===== src/rtl/dpx_pkg.sv =====
package dpx_pkg;

  typedef enum logic {
    DPX_HALF = 1'b0,
    DPX_FULL = 1'b1
  } dpx_mode_e;

  // Half duplex needs both sources to agree: cfg bit low and pin high.
  function automatic dpx_mode_e dpx_resolve(input logic cfg_full, input logic pin_half);
    return (!cfg_full && pin_half) ? DPX_HALF : DPX_FULL;
  endfunction

endpackage


===== src/rtl/dpx_sync.sv =====
module dpx_sync #(
  parameter int              W       = 4,
  parameter int              STAGES  = 2,
  parameter logic [W-1:0]    RST_VAL = '1
) (
  input  logic         clk,
  input  logic         rst_n,
  input  logic [W-1:0] d_i,
  output logic [W-1:0] q_o
);

  logic [W-1:0] stage_q [STAGES];
  logic [W-1:0] stage_d [STAGES];

  for (genvar s = 0; s < STAGES; s++) begin : g_stage
    if (s == 0) begin : g_first
      always_comb stage_d[s] = d_i;
    end else begin : g_next
      always_comb stage_d[s] = stage_q[s-1];
    end

    always_ff @(posedge clk or negedge rst_n) begin
      if (!rst_n) stage_q[s] <= RST_VAL;
      else        stage_q[s] <= stage_d[s];
    end
  end

  assign q_o = stage_q[STAGES-1];

  AST_SYNC_SHIFT: assert property (@(posedge clk) disable iff (!rst_n)
    1'b1 |=> (stage_q[0] == $past(d_i)))
    else $error("first synchroniser stage missed input");

endmodule


===== src/rtl/dpx_mode.sv =====
module dpx_mode
  import dpx_pkg::*;
(
  input  logic clk,
  input  logic rst_n,
  input  logic pin_half_s_i,
  input  logic cfg_full_i,
  input  logic tx_en_i,
  input  logic crs_i,
  output logic full_o
);

  dpx_mode_e mode_q;
  dpx_mode_e mode_d;
  dpx_mode_e mode_req;
  logic      port_idle;
  logic      mode_en;

  always_comb begin
    mode_req  = dpx_resolve(cfg_full_i, pin_half_s_i);
    port_idle = !tx_en_i && !crs_i;
    mode_en   = port_idle && (mode_req != mode_q);
    mode_d    = mode_en ? mode_req : mode_q;
  end

  always_ff @(posedge clk or negedge rst_n) begin
    if (!rst_n) mode_q <= DPX_HALF;
    else        mode_q <= mode_d;
  end

  assign full_o = (mode_q == DPX_FULL);

  AST_MODE_FROZEN_BUSY: assert property (@(posedge clk) disable iff (!rst_n)
    (tx_en_i || crs_i) |=> $stable(full_o))
    else $error("mode changed while port busy");

  AST_MODE_HALF_NEEDS_BOTH: assert property (@(posedge clk) disable iff (!rst_n)
    (port_idle && cfg_full_i) |=> full_o)
    else $error("cfg full ignored while idle");

endmodule


===== src/rtl/dpx_port_filter.sv =====
module dpx_port_filter (
  input  logic clk,
  input  logic rst_n,
  input  logic full_i,
  input  logic own_drop_i,
  input  logic tx_en_i,
  input  logic crs_i,
  input  logic col_i,
  input  logic sof_i,
  input  logic eof_i,
  output logic crs_o,
  output logic col_o,
  output logic drop_o
);

  logic crs_q,  crs_d;
  logic loop_q, loop_d;
  logic drop_q, drop_d;
  logic crs_rise;
  logic loop_now;

  // next-state
  always_comb begin
    crs_rise = crs_i && !crs_q;
    loop_now = crs_rise ? tx_en_i : loop_q;
    crs_d    = crs_i;
    loop_d   = loop_now;
    if (sof_i)      drop_d = !full_i && own_drop_i && loop_now;
    else if (eof_i) drop_d = 1'b0;
    else            drop_d = drop_q;
  end

  // registers
  always_ff @(posedge clk or negedge rst_n) begin
    if (!rst_n) begin
      crs_q  <= 1'b0;
      loop_q <= 1'b0;
      drop_q <= 1'b0;
    end else begin
      crs_q  <= crs_d;
      loop_q <= loop_d;
      drop_q <= drop_d;
    end
  end

  // gating toward the MAC
  always_comb begin
    col_o = full_i ? 1'b0 : col_i;
    crs_o = full_i ? (crs_i && !tx_en_i) : crs_i;
  end

  assign drop_o = drop_q;

  AST_DROP_ONLY_HALF: assert property (@(posedge clk) disable iff (!rst_n)
    $rose(drop_o) |-> $past(!full_i && own_drop_i && sof_i))
    else $error("discard raised without half duplex start");

  AST_DROP_HELD: assert property (@(posedge clk) disable iff (!rst_n)
    (drop_o && !sof_i && !eof_i) |=> drop_o)
    else $error("discard dropped before frame end");

  AST_DROP_RELEASE: assert property (@(posedge clk) disable iff (!rst_n)
    (eof_i && !sof_i) |=> !drop_o)
    else $error("discard survived frame end");

  AST_DROP_SOF_WINS: assert property (@(posedge clk) disable iff (!rst_n)
    (sof_i && eof_i && !full_i && own_drop_i && loop_q && !crs_rise) |=> drop_o)
    else $error("end strobe overrode start strobe");

endmodule


===== src/rtl/eth_duplex_filter.sv =====
module eth_duplex_filter #(
  parameter int NPORT     = 4,
  parameter int PIN_SYNC  = 2
) (
  input  logic             clk,
  input  logic             rst_n,
  input  logic [NPORT-1:0] pin_half_i,
  input  logic [NPORT-1:0] cfg_full_i,
  input  logic [NPORT-1:0] own_drop_i,
  input  logic [NPORT-1:0] tx_en_i,
  input  logic [NPORT-1:0] crs_i,
  input  logic [NPORT-1:0] col_i,
  input  logic [NPORT-1:0] rx_sof_i,
  input  logic [NPORT-1:0] rx_eof_i,
  output logic [NPORT-1:0] crs_o,
  output logic [NPORT-1:0] col_o,
  output logic [NPORT-1:0] rx_drop_o,
  output logic [NPORT-1:0] full_o
);

  localparam logic [NPORT-1:0] PIN_RST = {NPORT{1'b1}};

  // reset: asserted asynchronously, released on the clock
  logic [1:0] rst_pipe_q;
  logic       rst_core_n;

  always_ff @(posedge clk or negedge rst_n) begin
    if (!rst_n) rst_pipe_q <= 2'b00;
    else        rst_pipe_q <= {rst_pipe_q[0], 1'b1};
  end

  assign rst_core_n = rst_pipe_q[1];

  logic [NPORT-1:0] pin_half_s;

  dpx_sync #(
    .W       (NPORT),
    .STAGES  (PIN_SYNC),
    .RST_VAL (PIN_RST)
  ) u_pin_sync (
    .clk   (clk),
    .rst_n (rst_core_n),
    .d_i   (pin_half_i),
    .q_o   (pin_half_s)
  );

  for (genvar p = 0; p < NPORT; p++) begin : g_port
    dpx_mode u_mode (
      .clk          (clk),
      .rst_n        (rst_core_n),
      .pin_half_s_i (pin_half_s[p]),
      .cfg_full_i   (cfg_full_i[p]),
      .tx_en_i      (tx_en_i[p]),
      .crs_i        (crs_i[p]),
      .full_o       (full_o[p])
    );

    dpx_port_filter u_filter (
      .clk        (clk),
      .rst_n      (rst_core_n),
      .full_i     (full_o[p]),
      .own_drop_i (own_drop_i[p]),
      .tx_en_i    (tx_en_i[p]),
      .crs_i      (crs_i[p]),
      .col_i      (col_i[p]),
      .sof_i      (rx_sof_i[p]),
      .eof_i      (rx_eof_i[p]),
      .crs_o      (crs_o[p]),
      .col_o      (col_o[p]),
      .drop_o     (rx_drop_o[p])
    );
  end

  AST_NO_COL_FULL: assert property (@(posedge clk) disable iff (!rst_core_n)
    (full_o & col_o) == '0)
    else $error("collision passed in full duplex");

  AST_RESET_HALF: assert property (@(posedge clk)
    !rst_core_n |-> (full_o == '0 && rx_drop_o == '0))
    else $error("reset state wrong");

endmodule


===== config.mk =====
export PLATFORM = sky130hd
export DESIGN_NAME = eth_duplex_filter
export DESIGN_NICKNAME = d
export VERILOG_FILES = /design/src/rtl/dpx_pkg.sv /design/src/rtl/dpx_sync.sv /design/src/rtl/dpx_mode.sv /design/src/rtl/dpx_port_filter.sv /design/src/rtl/eth_duplex_filter.sv
export SDC_FILE = /design/constraint.sdc
export NUM_CORES = 1
export LEC_CHECK = 0
export BUFFER_PORTS_ARGS = -buffer_cell sky130_fd_sc_hd__buf_2
export CAP_MARGIN = 15
export CORE_ASPECT_RATIO = 1.25
export CORE_MARGIN = 10
export CORE_UTILIZATION = 39
export CTS_CLUSTER_SIZE = 14
export DETAILED_ROUTE_END_ITERATION = 6
export PLACE_DENSITY_LB_ADDON = 0.3
export SETUP_SLACK_MARGIN = 0.15
export SLEW_MARGIN = 15
export SYNTH_ARGS = -nofsm -noshare
export SYNTH_HDL_FRONTEND = slang
export SYNTH_HIERARCHICAL = 1
export SYNTH_SLANG_ARGS = --single-unit

===== constraint.sdc =====
create_clock -name clk -period 0.8 [get_ports clk]
set_input_delay 0.08 -clock clk [delete_from_list [all_inputs] [get_ports clk]]
set_output_delay 0.08 -clock clk [all_outputs]
set_load 0.02 [all_outputs]

# [After elaboration in Yosys (flattened, before gate mapping)]
# Index checks and enable logic that the tools add are counted.
[classes] eq_ne=4 muxes=24 reduce_logical=52
[ops] op="1-bit logical AND" n=28
[ops] op="1-bit two-way mux" n=24
[ops] op="1-bit zero test" n=20
[ops] op="2-bit nonzero test" n=4
[ops] op="1-bit != test" n=4
[word_totals] reg_bits=26 input_bits=34 out_inout_bits=16

# [Longest topological paths before layout]
# Gate-level depths: netlist of the first run.
[logic_depth] depth_word=5 depth_mapped=3 ltp_nobuf=3

# [Hierarchy]
# The synthesis of the first run kept the hierarchy.
[by_module_without_submodules] module="dpx_port_filter" n_inst=4 cells_each=11 area_each_um2=137.6 seq_area_each_um2=75.1
[by_module_without_submodules] module="dpx_sync" n_inst=1 cells_each=8 area_each_um2=210.2 seq_area_each_um2=210.2
[by_module_without_submodules] module="dpx_mode" n_inst=4 cells_each=4 area_each_um2=46.3 seq_area_each_um2=25.0
[by_module_without_submodules] module="eth_duplex_filter" n_inst=1 cells_each=3 area_each_um2=53.8 seq_area_each_um2=50.0

# [Worst setup path before layout of the first run]
# OpenSTA, ideal clock, no wires.
[synth_timing] path_type="reg2reg" startpoint="register g_port[0].u_filter.crs_q" endpoint="register g_port[0].u_filter.drop_q" setup_ps=121 arrival_time_ps=971 required_ps=679 slack_ps=-292 path_stages_with_launch=4 period_less_slack_ps=1092 cell_sequence="dfrtp_1 > nor2b_4 > mux2_4 > a22o_1"
[synth_via] elab_chain_cells=5
[synth_rtl] item="start, declared" line="dpx_port_filter.sv:16" source="logic crs_q, crs_d;"
[synth_rtl] item="start signal, assigned" line="dpx_port_filter.sv:40" source="crs_q <= crs_d;"
[synth_rtl] item="1-bit zero test" line="dpx_port_filter.sv:24" source="crs_rise = crs_i && !crs_q;"
[synth_rtl] item="1-bit logical AND" line="dpx_port_filter.sv:24"
[synth_rtl] item="1-bit two-way mux" line="dpx_port_filter.sv:25" source="loop_now = crs_rise ? tx_en_i : loop_q;"
[synth_rtl] item="net g_port[0].u_filter.loop_d" line="dpx_port_filter.sv:17" source="logic loop_q, loop_d;"
[synth_rtl] item="1-bit logical AND" line="dpx_port_filter.sv:28" source="if (sof_i) drop_d = !full_i && own_drop_i && loop_now;"
[synth_rtl] item="1-bit two-way mux" line="dpx_port_filter.sv:28"
[synth_rtl] item="end signal, assigned" line="dpx_port_filter.sv:42" source="drop_q <= drop_d;"
[synth_rtl] item="end, declared" line="dpx_port_filter.sv:18" source="logic drop_q, drop_d;"
# The timed path passes the listed nets, and every way through them passes these cells.
# A chain may end at the register's enable or synchronous reset.

# [Worst setup path after layout of the first run]
[layout_timing] startpoint="register g_port[3].u_filter.crs_q" endpoint="register g_port[3].u_filter.drop_q"
[layout_via] elab_chain_cells=5
[layout_rtl] item="start, declared" line="dpx_port_filter.sv:16"
[layout_rtl] item="start signal, assigned" line="dpx_port_filter.sv:40"
[layout_rtl] item="1-bit zero test" line="dpx_port_filter.sv:24"
[layout_rtl] item="1-bit logical AND" line="dpx_port_filter.sv:24"
[layout_rtl] item="1-bit two-way mux" line="dpx_port_filter.sv:25"
[layout_rtl] item="net g_port[3].u_filter.loop_d" line="dpx_port_filter.sv:17"
[layout_rtl] item="1-bit logical AND" line="dpx_port_filter.sv:28"
[layout_rtl] item="1-bit two-way mux" line="dpx_port_filter.sv:28"
[layout_rtl] item="end signal, assigned" line="dpx_port_filter.sv:42"
[layout_rtl] item="end, declared" line="dpx_port_filter.sv:18"
# The timed path passes the listed nets, and every way through them passes these cells.

==> impl_metrics.ini, run 1 <==
[clocking]
cts_sinks = 26
cts.clk_slew.worst_paths_ns = 0.13
cts_buffers = 3
worstSkewPairLatency_ns = 0.30
cts_tree = yes
cts_htree_levels = 1
clock_path_buffers = 2
clockRootBuffer = clkbuf_4

[worst_setup_path]
cp-start-kind = flip-flop
cp-startpoint = g_port[3].u_filter/crs_q
timing_worst_setup_path_type = flip-flop to flip-flop
reg2reg_slack_ns = -0.37
required_ns = 1.00
r2r_start = g_port[3].u_filter/crs_q
critPathMaxStageDelay_ns = 0.42
critPathArrivalTime_ns = 1.37
endpoint = g_port[3].u_filter/drop_o
worst-path-stages = 3
crit_path_end_kind = flip-flop
worstRegToRegCells = 3
rr_endpoint = g_port[3].u_filter/drop_o
path_cells = nor2b_4 > mux2_4 > a22o_1
path_delay_family = flip-flops
slowest_stage = dfrtp_1
path_buf_inv = 0
crit_path_max_fanout = 2

[yosys]
syn_area_um2 = 999.7
syn_nets = 105
ys_types = 12
synth_cells = 71
ys_seq_area_frac = 0.6608
yosys_warnings = 6
syn_area_per_cell_um2 = 14.08
ys_seq_elements = 26

[sta]
period_share = 1.457
worst_clock_skew_ns = 0.004942
rsz0062_at_grt = yes
timing.fmax_ghz = 0.8580
period_needed_ns = 1.166
final-hold-violation-count = 0
final_max_slew_viol_count = 0
fin_ws_ns = -0.3656
hold_ws_ns = 0.006979
tns_ns = -6.923
finalSetupViolCount = 28

[route]
first_pass_iters = 2
finalWirelength_mm = 2.552
wl_per_cell_um = 14.26
ant_nets = 0
vias = 789
routed_via_density = 4.408
drt-initial-drc-count = 14
drc = 0

[placed_design]
placed_area_um2 = 1433
place.gp.congestion = 0.7265
pre_cts_ws_ns = -0.3444
port-buffer-count = 49
dp_hpwl_mm = 1.959

[cells_and_area]
antenna_cells = 0
multi_input_area_um2 = 429.2
stdcell_area_um2 = 1725
fillerInstances = 184
nets = 181
seq_area_um2 = 666.9
drive_above_1_share = 0.6918
area_growth_pct = 72.59

[power]
power_density_nw_per_um2 = 1677
ir_worst_vdd_uv = 1430
leakage_nw = 0.8561

[floorplan]
die_w_um = 65.29
dieArea_um2 = 5001
io_pins = 50
num_rows = 20
start_util = 0.4077
die-height_um = 76.61
core_area_um2 = 2452

[outcome]
violations = setup timing
status = complete, but fails checks

[grt]
grt_max_degree = 19
grt_pass1_wl_mm = 4.091
grt_pass1_vias = 882
track_usage = 0.1000
antenna_found_initial = 0
globalRouteOverflowTotal = 0

[run]
timing.max_cap.violations = 0

[worst_hold_path]
hp-class = input port to flip-flop
==> power by group <==
| part | total [mW] | switching (mW) | leakage, nW | internal, mW |
|---|---|---|---|---|
| combinational | 0.739 | 0.276 | 0.541 | 0.463 |
| clock | 0.613 | 0.336 | 0.0210 | 0.277 |
| sequential | 1.54 | 0.104 | 0.294 | 1.44 |
==> sequential cells by signal (all words and copies together) (netlist names) <==
| signal | cells |
|---|---|
| g_port.u_filter/crs_q | 4 |
| g_port.u_filter/drop_o | 4 |
| g_port.u_filter/loop_q | 4 |
| g_port.u_mode/full_o | 4 |
| u_pin_sync/q_o | 4 |
| u_pin_sync/stage_d | 4 |
| rst_pipe_q | 2 |
==> area by class of cell <==
cell class | instances | share of cell area
Clock buffer | 4 | 0.02103
Multi-Input combinational cell | 45 | 0.2487
Timing Repair Buffer | 71 | 0.3198
Tap cell | 33 | 0.02393
Sequential cell | 26 | 0.3865
==> layer usage <==
layer	vias up	part of all wire	track usage
met5	-	0	0
met4	0	0.0063	0.03219
met3	2	0.060	0.03088
met2	21	0.59	0.1937
met1	382	0.34	0.09280
li1	384	-	-
==> cell usage after synthesis, drive strengths merged <==
master / instances / area share
conb: 1 / 0.0038
dfstp: 8 / 0.21
dfrtp: 18 / 0.45
nand2b: 4 / 0.025
a22o: 4 / 0.035
a21boi: 4 / 0.030
mux2: 8 / 0.11
nand2: 4 / 0.015
nor2: 12 / 0.045
nor2b: 8 / 0.080
==> logic make-up after synthesis <==
family	count (synthesis)	synth area share
muxes	8	0.1051
DFF	26	0.6608
AOI/OAI and AO/OA	8	0.06508
and+or+nand+nor	28	0.1652
other	1	0.003751
==> placed cells by master (no fill, tap or decap) <==
cell type	count
a21boi_4	4
a22o_1	4
buf_12	1
buf_2	33
buf_4	11
buf_6	19
clkbuf_4	3
clkbuf_8	1
conb_1	1
dfrtp_1	13
dfrtp_2	5
dfstp_2	8
dlygate4sd3_1	7
mux2_4	8
nand2_1	4
nand2b_1	4
nor2_1	12
nor2b_4	8
==> stage by stage <==
stage                       util  std cells  total power, mW
final                     0.7036        179            2.893
after global routing      0.7036        179            3.041
after CTS                 0.6679        173            2.830
after detailed placement  0.5842        160            2.086
after global placement    0.5842        160            2.063
after floorplan                -         71            1.836
==> repair_timing <==
action                                  in CTS  in global routing
pin swaps                                    4                  0
endpoints found under the setup margin      28                 28
gates resized for setup                     28                 11
hold buffers                                 5                  2
setup buffers                                4                  4
hold endpoints to repair                     6                  2
==> worst min path at each step <==
stage / slack (ns) / end / startpoint / cells after the start
after floorplan: -0.22 / rst_pipe_q[0] / rst_n / 0
after global placement: -0.13 / rst_pipe_q[0] / rst_n / 1
after detailed placement: -0.13 / rst_pipe_q[0] / rst_n / 1
after CTS: 0.0006 / g_port[1].u_filter/crs_q / crs_i[1] / 2
after global routing: 0.0005 / g_port[2].u_filter/crs_q / crs_i[2] / 2
final: 0.007 / g_port[2].u_filter/crs_q / crs_i[2] / 2
Note: power is estimated with default switching activity, not from simulation.
==> run 2, diff against run 1 <==
- CORE_MARGIN: 10 -> 5
==> run 2 against run 1 <==
- the flow still finishes with violations (setup timing)
- largest cell class unchanged
- critical endpoint is now g_port[0].u_filter/drop_o
- sequential share of layout area shrank 0.17 points
- critical path type unchanged
- clock skew shrank 0.0024 ns
- die area shrank 26%
- cell count grew 1.7%
- maximum frequency grew 1.5%
- sequential power is essentially flat
- cell area grew 0.44%
==> impl_metrics.ini, run 2 (synthesis gave the netlist of run 1 again) <==
[clocking]
clockRootBuffer = clkbuf_4
cts_buffers = 3
cts_htree_levels = 1
cts_tree = yes
clock_path_buffers = 2
worstSkewPairLatency_ns = 0.31
cts.clk_slew.worst_paths_ns = 0.12
cts_sinks = 26

[power]
leakage_nw = 0.8614
power_density_nw_per_um2 = 1664
totalPowerFinal_mw = 2.883
ir_worst_vdd_uv = 1278

[floorplan]
core_area_um2 = 2452
die-height_um = 66.61
io_pins = 50
start_util = 0.4077
dieArea_um2 = 3682
die_w_um = 55.29
num_rows = 20

[cells_and_area]
layout.cells.non_filler = 182
final_cell_mix = 33 x buf_2, 16 x buf_6, 15 x buf_4
stdcell_area_um2 = 1733
area_growth_pct = 73.34
final_util = 0.7066
fillerInstances = 185
drive_above_1_share = 0.6846
antenna_cells = 0
nets = 184
final_common_cell = buf_2

[sta]
timing.fmax_ghz = 0.8710
period_needed_ns = 1.148
hold_ws_ns = 0.04843
finalSetupViolCount = 28
period_share = 1.435
rsz0062_at_grt = yes
worst_clock_skew_ns = 0.002509
tns_ns = -6.997
final-hold-violation-count = 0
fin_ws_ns = -0.3481
final_max_slew_viol_count = 0

[worst_setup_path]
crit_path_end_kind = flip-flop
path_buf_inv = 0
critPathArrivalTime_ns = 1.36
path_cells = nor2b_4 > mux2_4 > a22o_1
cp-start-kind = flip-flop
path_delay_family = flip-flops
critPathMaxStageDelay_ns = 0.42
timing_worst_setup_path_type = flip-flop to flip-flop
required_ns = 1.01
cp-startpoint = g_port[0].u_filter/crs_q
slowest_stage = dfrtp_1
crit_path_max_fanout = 2
r2r_start = g_port[0].u_filter/crs_q

[route]
first_pass_iters = 2
vias = 807
wl_per_cell_um = 12.25
drc = 0
routed_via_density = 4.434
ant_nets = 0
drt-initial-drc-count = 15
finalWirelength_mm = 2.230

[placed_design]
placed_area_um2 = 1425
port-buffer-count = 49
place_inst = 159
place.gp.congestion = 0.7217
pre_cts_ws_ns = -0.3309
dp_hpwl_mm = 1.605

[worst_hold_path]
holdCritStartpoint = tx_en_i[3]
hp-class = input port to flip-flop

[outcome]
status = complete, but fails checks
violations = setup timing

[grt]
track_usage = 0.1347
globalRouteOverflowTotal = 0
grt_pass1_vias = 899
grt_max_degree = 18
grt_pass1_wl_mm = 3.912
antenna_found_initial = 0

[run]
timing.max_cap.violations = 0
run 2: changes by cell type in the layout (fill, tap and decap cells not counted):
cell and delta:
buf_4 +4, buf_6 -3, mux2_2 +3, mux2_4 -3
dlygate4sd3_1 +1, dlymetal6s4s_1 +1
run 2: final cells by class:
| cell class | instances | area, µm² | share of cell area |
|---|---|---|---|
| Sequential cell | 26 | 666.9 | 0.3848 |
| Clock buffer | 4 | 36.28 | 0.02094 |
| Tap cell | 33 | 41.29 | 0.02383 |
| Multi-Input combinational cell | 45 | 417.9 | 0.2412 |
| Timing Repair Buffer | 74 | 570.5 | 0.3292 |
run 2: worst register-to-register path, stage by stage (launching register included):
cell	delay, ns
dfrtp_1	0.42
nor2b_4	0.11
mux2_4	0.31
a22o_1	0.21
run 2: power breakdown:
group / switching [mW] / leakage, nW / total [mW] / internal, mW
Sequential: 0.101 / 0.294 / 1.54 / 1.44
Clock: 0.345 / 0.0210 / 0.623 / 0.278
Combinational: 0.273 / 0.546 / 0.723 / 0.450
run 2: final timing paths:
kind | to | slack (ns) | depth (start not counted)
max | g_port[0].u_filter/drop_o | -0.35 | 3
min | g_port[3].u_filter/loop_q | 0.05 | 2
max reg2reg | g_port[0].u_filter/drop_o | -0.35 | 3
min reg2reg | g_port[0].u_filter/loop_q | 0.12 | 0
max in group asynchronous | u_pin_sync/q_o[3] | 0.25 | 1
min in group asynchronous | rst_pipe_q[0] | 0.06 | 2
run 2: repair_timing:
action | CTS | global route
buffers inserted | 9 | 1
pin swaps | 4 | 0
resized for setup | 31 | 3
endpoints found under the setup margin | 28 | 29
hold endpoints to repair | 10 | 0
hold buffers | 9 | 0
run 2: per-layer routing:
| layer | GRT usage | up-vias | wire length, µm |
|---|---|---|---|
| met1 | 0.1339 | 384 | 834 |
| met4 | 0.06079 | 0 | 35 |
| li1 | - | 392 | - |
| met5 | 0 | - | 0 |
| met3 | 0.03682 | 4 | 141 |
| met2 | 0.2589 | 27 | 1218 |
==> run 3, diff against run 2 <==
- ABC_AREA: default -> 1
- CORE_UTILIZATION: 39 -> 41
==> run 3 against run 2 <==
- the flow finishes with violations (hold timing, setup timing)
- clock-buffer cell count is the same
- global-route usage shrank 0.61 points
- worst setup slack gained 0.0070 ns
- via count grew 23%
- critical path depth shrank 1
- register-to-register slack gained 0.20 ns
- clock skew grew 0.0018 ns
- combinational power shrank 15%
- critical endpoint is now crs_o[3]
- highest routed layer unchanged
==> impl_metrics.ini, run 3 <==
[route]
wl_per_cell_um = 10.06
drt-initial-drc-count = 24
ant_nets = 0
wl_met3_um = 122
vias = 995
route.top_layer_used = met4
finalWirelength_mm = 2.384
first_pass_iters = 3
wl_met2_mm = 1.308
drc = 0
met1_length_um = 902
routed_via_density = 4.198

[floorplan]
die-height_um = 68.04
start_util = 0.4205
core_area_um2 = 2628
io_pins = 50
dieArea_um2 = 3839
num_rows = 21
die_w_um = 56.43

[yosys]
ys_seq_elements = 26
synth.largest_area_cell = dfrtp_1
yosysMostFrequentCell = inv_1
syn_area_per_cell_um2 = 8.184
yosys_warnings = 6
ys_seq_area_frac = 0.5980
synthArstFlopShare = 1.000
netlist.area_leader.share = 0.4077
synth_edf_count = 0
synthTopCellsByCount = 32 x inv_1, 28 x nand2_1, 28 x nor2_1
ys_types = 10
syn_area_um2 = 1105
synth_area_leaders = dfrtp_1 41%, dfstp_2 19%, inv_1 11%
synth_cells = 135
syn_nets = 169
ys.flop_type = dfrtp_1

[power]
ir_worst_vdd_uv = 1280
power_density_nw_per_um2 = 1578
leakage_nw = 0.9630

[worst_setup_path]
cp-startpoint = g_port[3].u_mode/full_o
required_ns = 0.72
critPathArrivalTime_ns = 1.06
cp-start-kind = flip-flop
timing_worst_setup_path_type = flip-flop to output port
critPathMaxStageDelay_ns = 0.48
crit_path_end_kind = output port
r2r_start = g_port[1].u_mode/full_o
crit_path_max_fanout = 5
slowest_stage = dfrtp_2
path_cells = a21boi_2 > buf_4

[clocking]
cts_tree = yes
postCtsHoldBufs = 10
cts_sinks = 26
cts_htree_levels = 1
worstSkewPairLatency_ns = 0.31
clock_path_buffers = 2
cts.clk_slew.worst_paths_ns = 0.13
clockRootBuffer = clkbuf_4
cts_buffers = 3

[sta]
hold_ws_ns = -0.003779
fin_ws_ns = -0.3410
rsz0062_at_grt = yes
period_share = 1.426
period_needed_ns = 1.141
final_max_slew_viol_count = 0
final-hold-violation-count = 2
timing.fmax_ghz = 0.8764
tns_ns = -4.146
worst_clock_skew_ns = 0.004336
finalSetupViolCount = 23

[grt]
antenna_found_initial = 0
track_usage = 0.1286
grt_pass1_vias = 958
grt_pass1_wl_mm = 3.877
globalRouteOverflowTotal = 0
grt_max_degree = 15

[cells_and_area]
final_cell_mix = 35 x buf_2, 28 x inv_1, 24 x nand2_1
antenna_cells = 0
multi_input_area_um2 = 389.1
nets = 238
area_growth_pct = 57.64
drive_above_1_share = 0.4975
final_common_cell = buf_2
layout.cells.non_filler = 237
seq_area_um2 = 666.9
fillerInstances = 225

[placed_design]
port-buffer-count = 49
place_inst = 220
dp_hpwl_mm = 1.724
pre_cts_ws_ns = 0.002572
place.gp.congestion = 0.7599

[outcome]
violations = hold timing, setup timing
status = complete, but fails checks

[worst_hold_path]
holdCritStartpoint = rx_eof_i[0]
hp-class = input port to flip-flop

[run]
timing.max_cap.violations = 0
-- run 3: cell count changes after synthesis, moves of 8 or more --
cell | previous run | this run
nor2_1 | 12 | 28
nand2_1 | 4 | 28
inv_1 | 0 | 32
nand3_1 | 0 | 8
-- run 3: worst paths after layout --
kind                                             end  slack [ns]  depth (start not counted)
setup / recovery                            crs_o[3]       -0.34                          2
hold / removal             g_port[0].u_filter/drop_o      -0.004                          4
setup reg to reg           g_port[1].u_filter/drop_o       -0.15                          6
hold reg to reg              g_port[2].u_mode/full_o        0.11                          0
max in group asynchronous          u_pin_sync/q_o[1]        0.31                          1
min in group asynchronous              rst_pipe_q[1]        0.07                          2
-- run 3: cell type report --
class,instances,share of cell area
clock buffers,4,0.02083
inverters,36,0.07759
multi-input cells,73,0.2234
flip-flops and latches,26,0.3829
well taps,34,0.02443
repair buffers,64,0.2708
-- run 3: critical path, delay by kind of cell (launching register included) --
kind                   cells  cell delay (ns)
DFF                        1             0.48
AOI/OAI and AO/OA          1             0.13
buffers and inverters      1             0.14
-- run 3: routing by layer --
layer | global-route usage | up-vias
met5 | 0 | -
met4 | 0.06825 | 0
met3 | 0.02830 | 4
met2 | 0.2298 | 28
met1 | 0.1435 | 447
li1 | - | 516
-- run 3: cell families (layout without fill, tap and decap cells) --
kind of cell	count (synthesis)	after routing	synth area share
other	1	1	0.003394
DFF	26	26	0.5980
AOI/OAI and AO/OA	4	4	0.02718
buffers and inverters	36	104	0.1223
and+or+nand+nor	68	68	0.2491
-- run 3: what timing repair did --
| action | 4_1_cts | 5_1_grt |
|---|---|---|
| resized for setup | 28 | 17 |
| buffers inserted | 3 | 0 |
| endpoints found under the hold margin | 14 | 2 |
| endpoints found under the setup margin | 28 | 28 |
| cloned | 0 | 0 |
| pin swaps | 7 | 7 |
-- run 3: through the flow --
stage	instance area [µm²]	util	total power, mW
floorplan	1136	-	1.758
global placement	1451	0.5524	1.960
global route	1742	0.6629	2.919
CTS	1692	0.6438	2.742
finish	1742	0.6629	2.748
detailed placement	1451	0.5524	1.977
-- run 3: where the power goes --
part           internal, mW  leakage, nW  switching (mW)  total, mW
combinational         0.314        0.652           0.298      0.612
sequential             1.43        0.290          0.0718       1.50
clock                 0.278       0.0210           0.360      0.638
total                  2.02        0.963           0.730       2.75
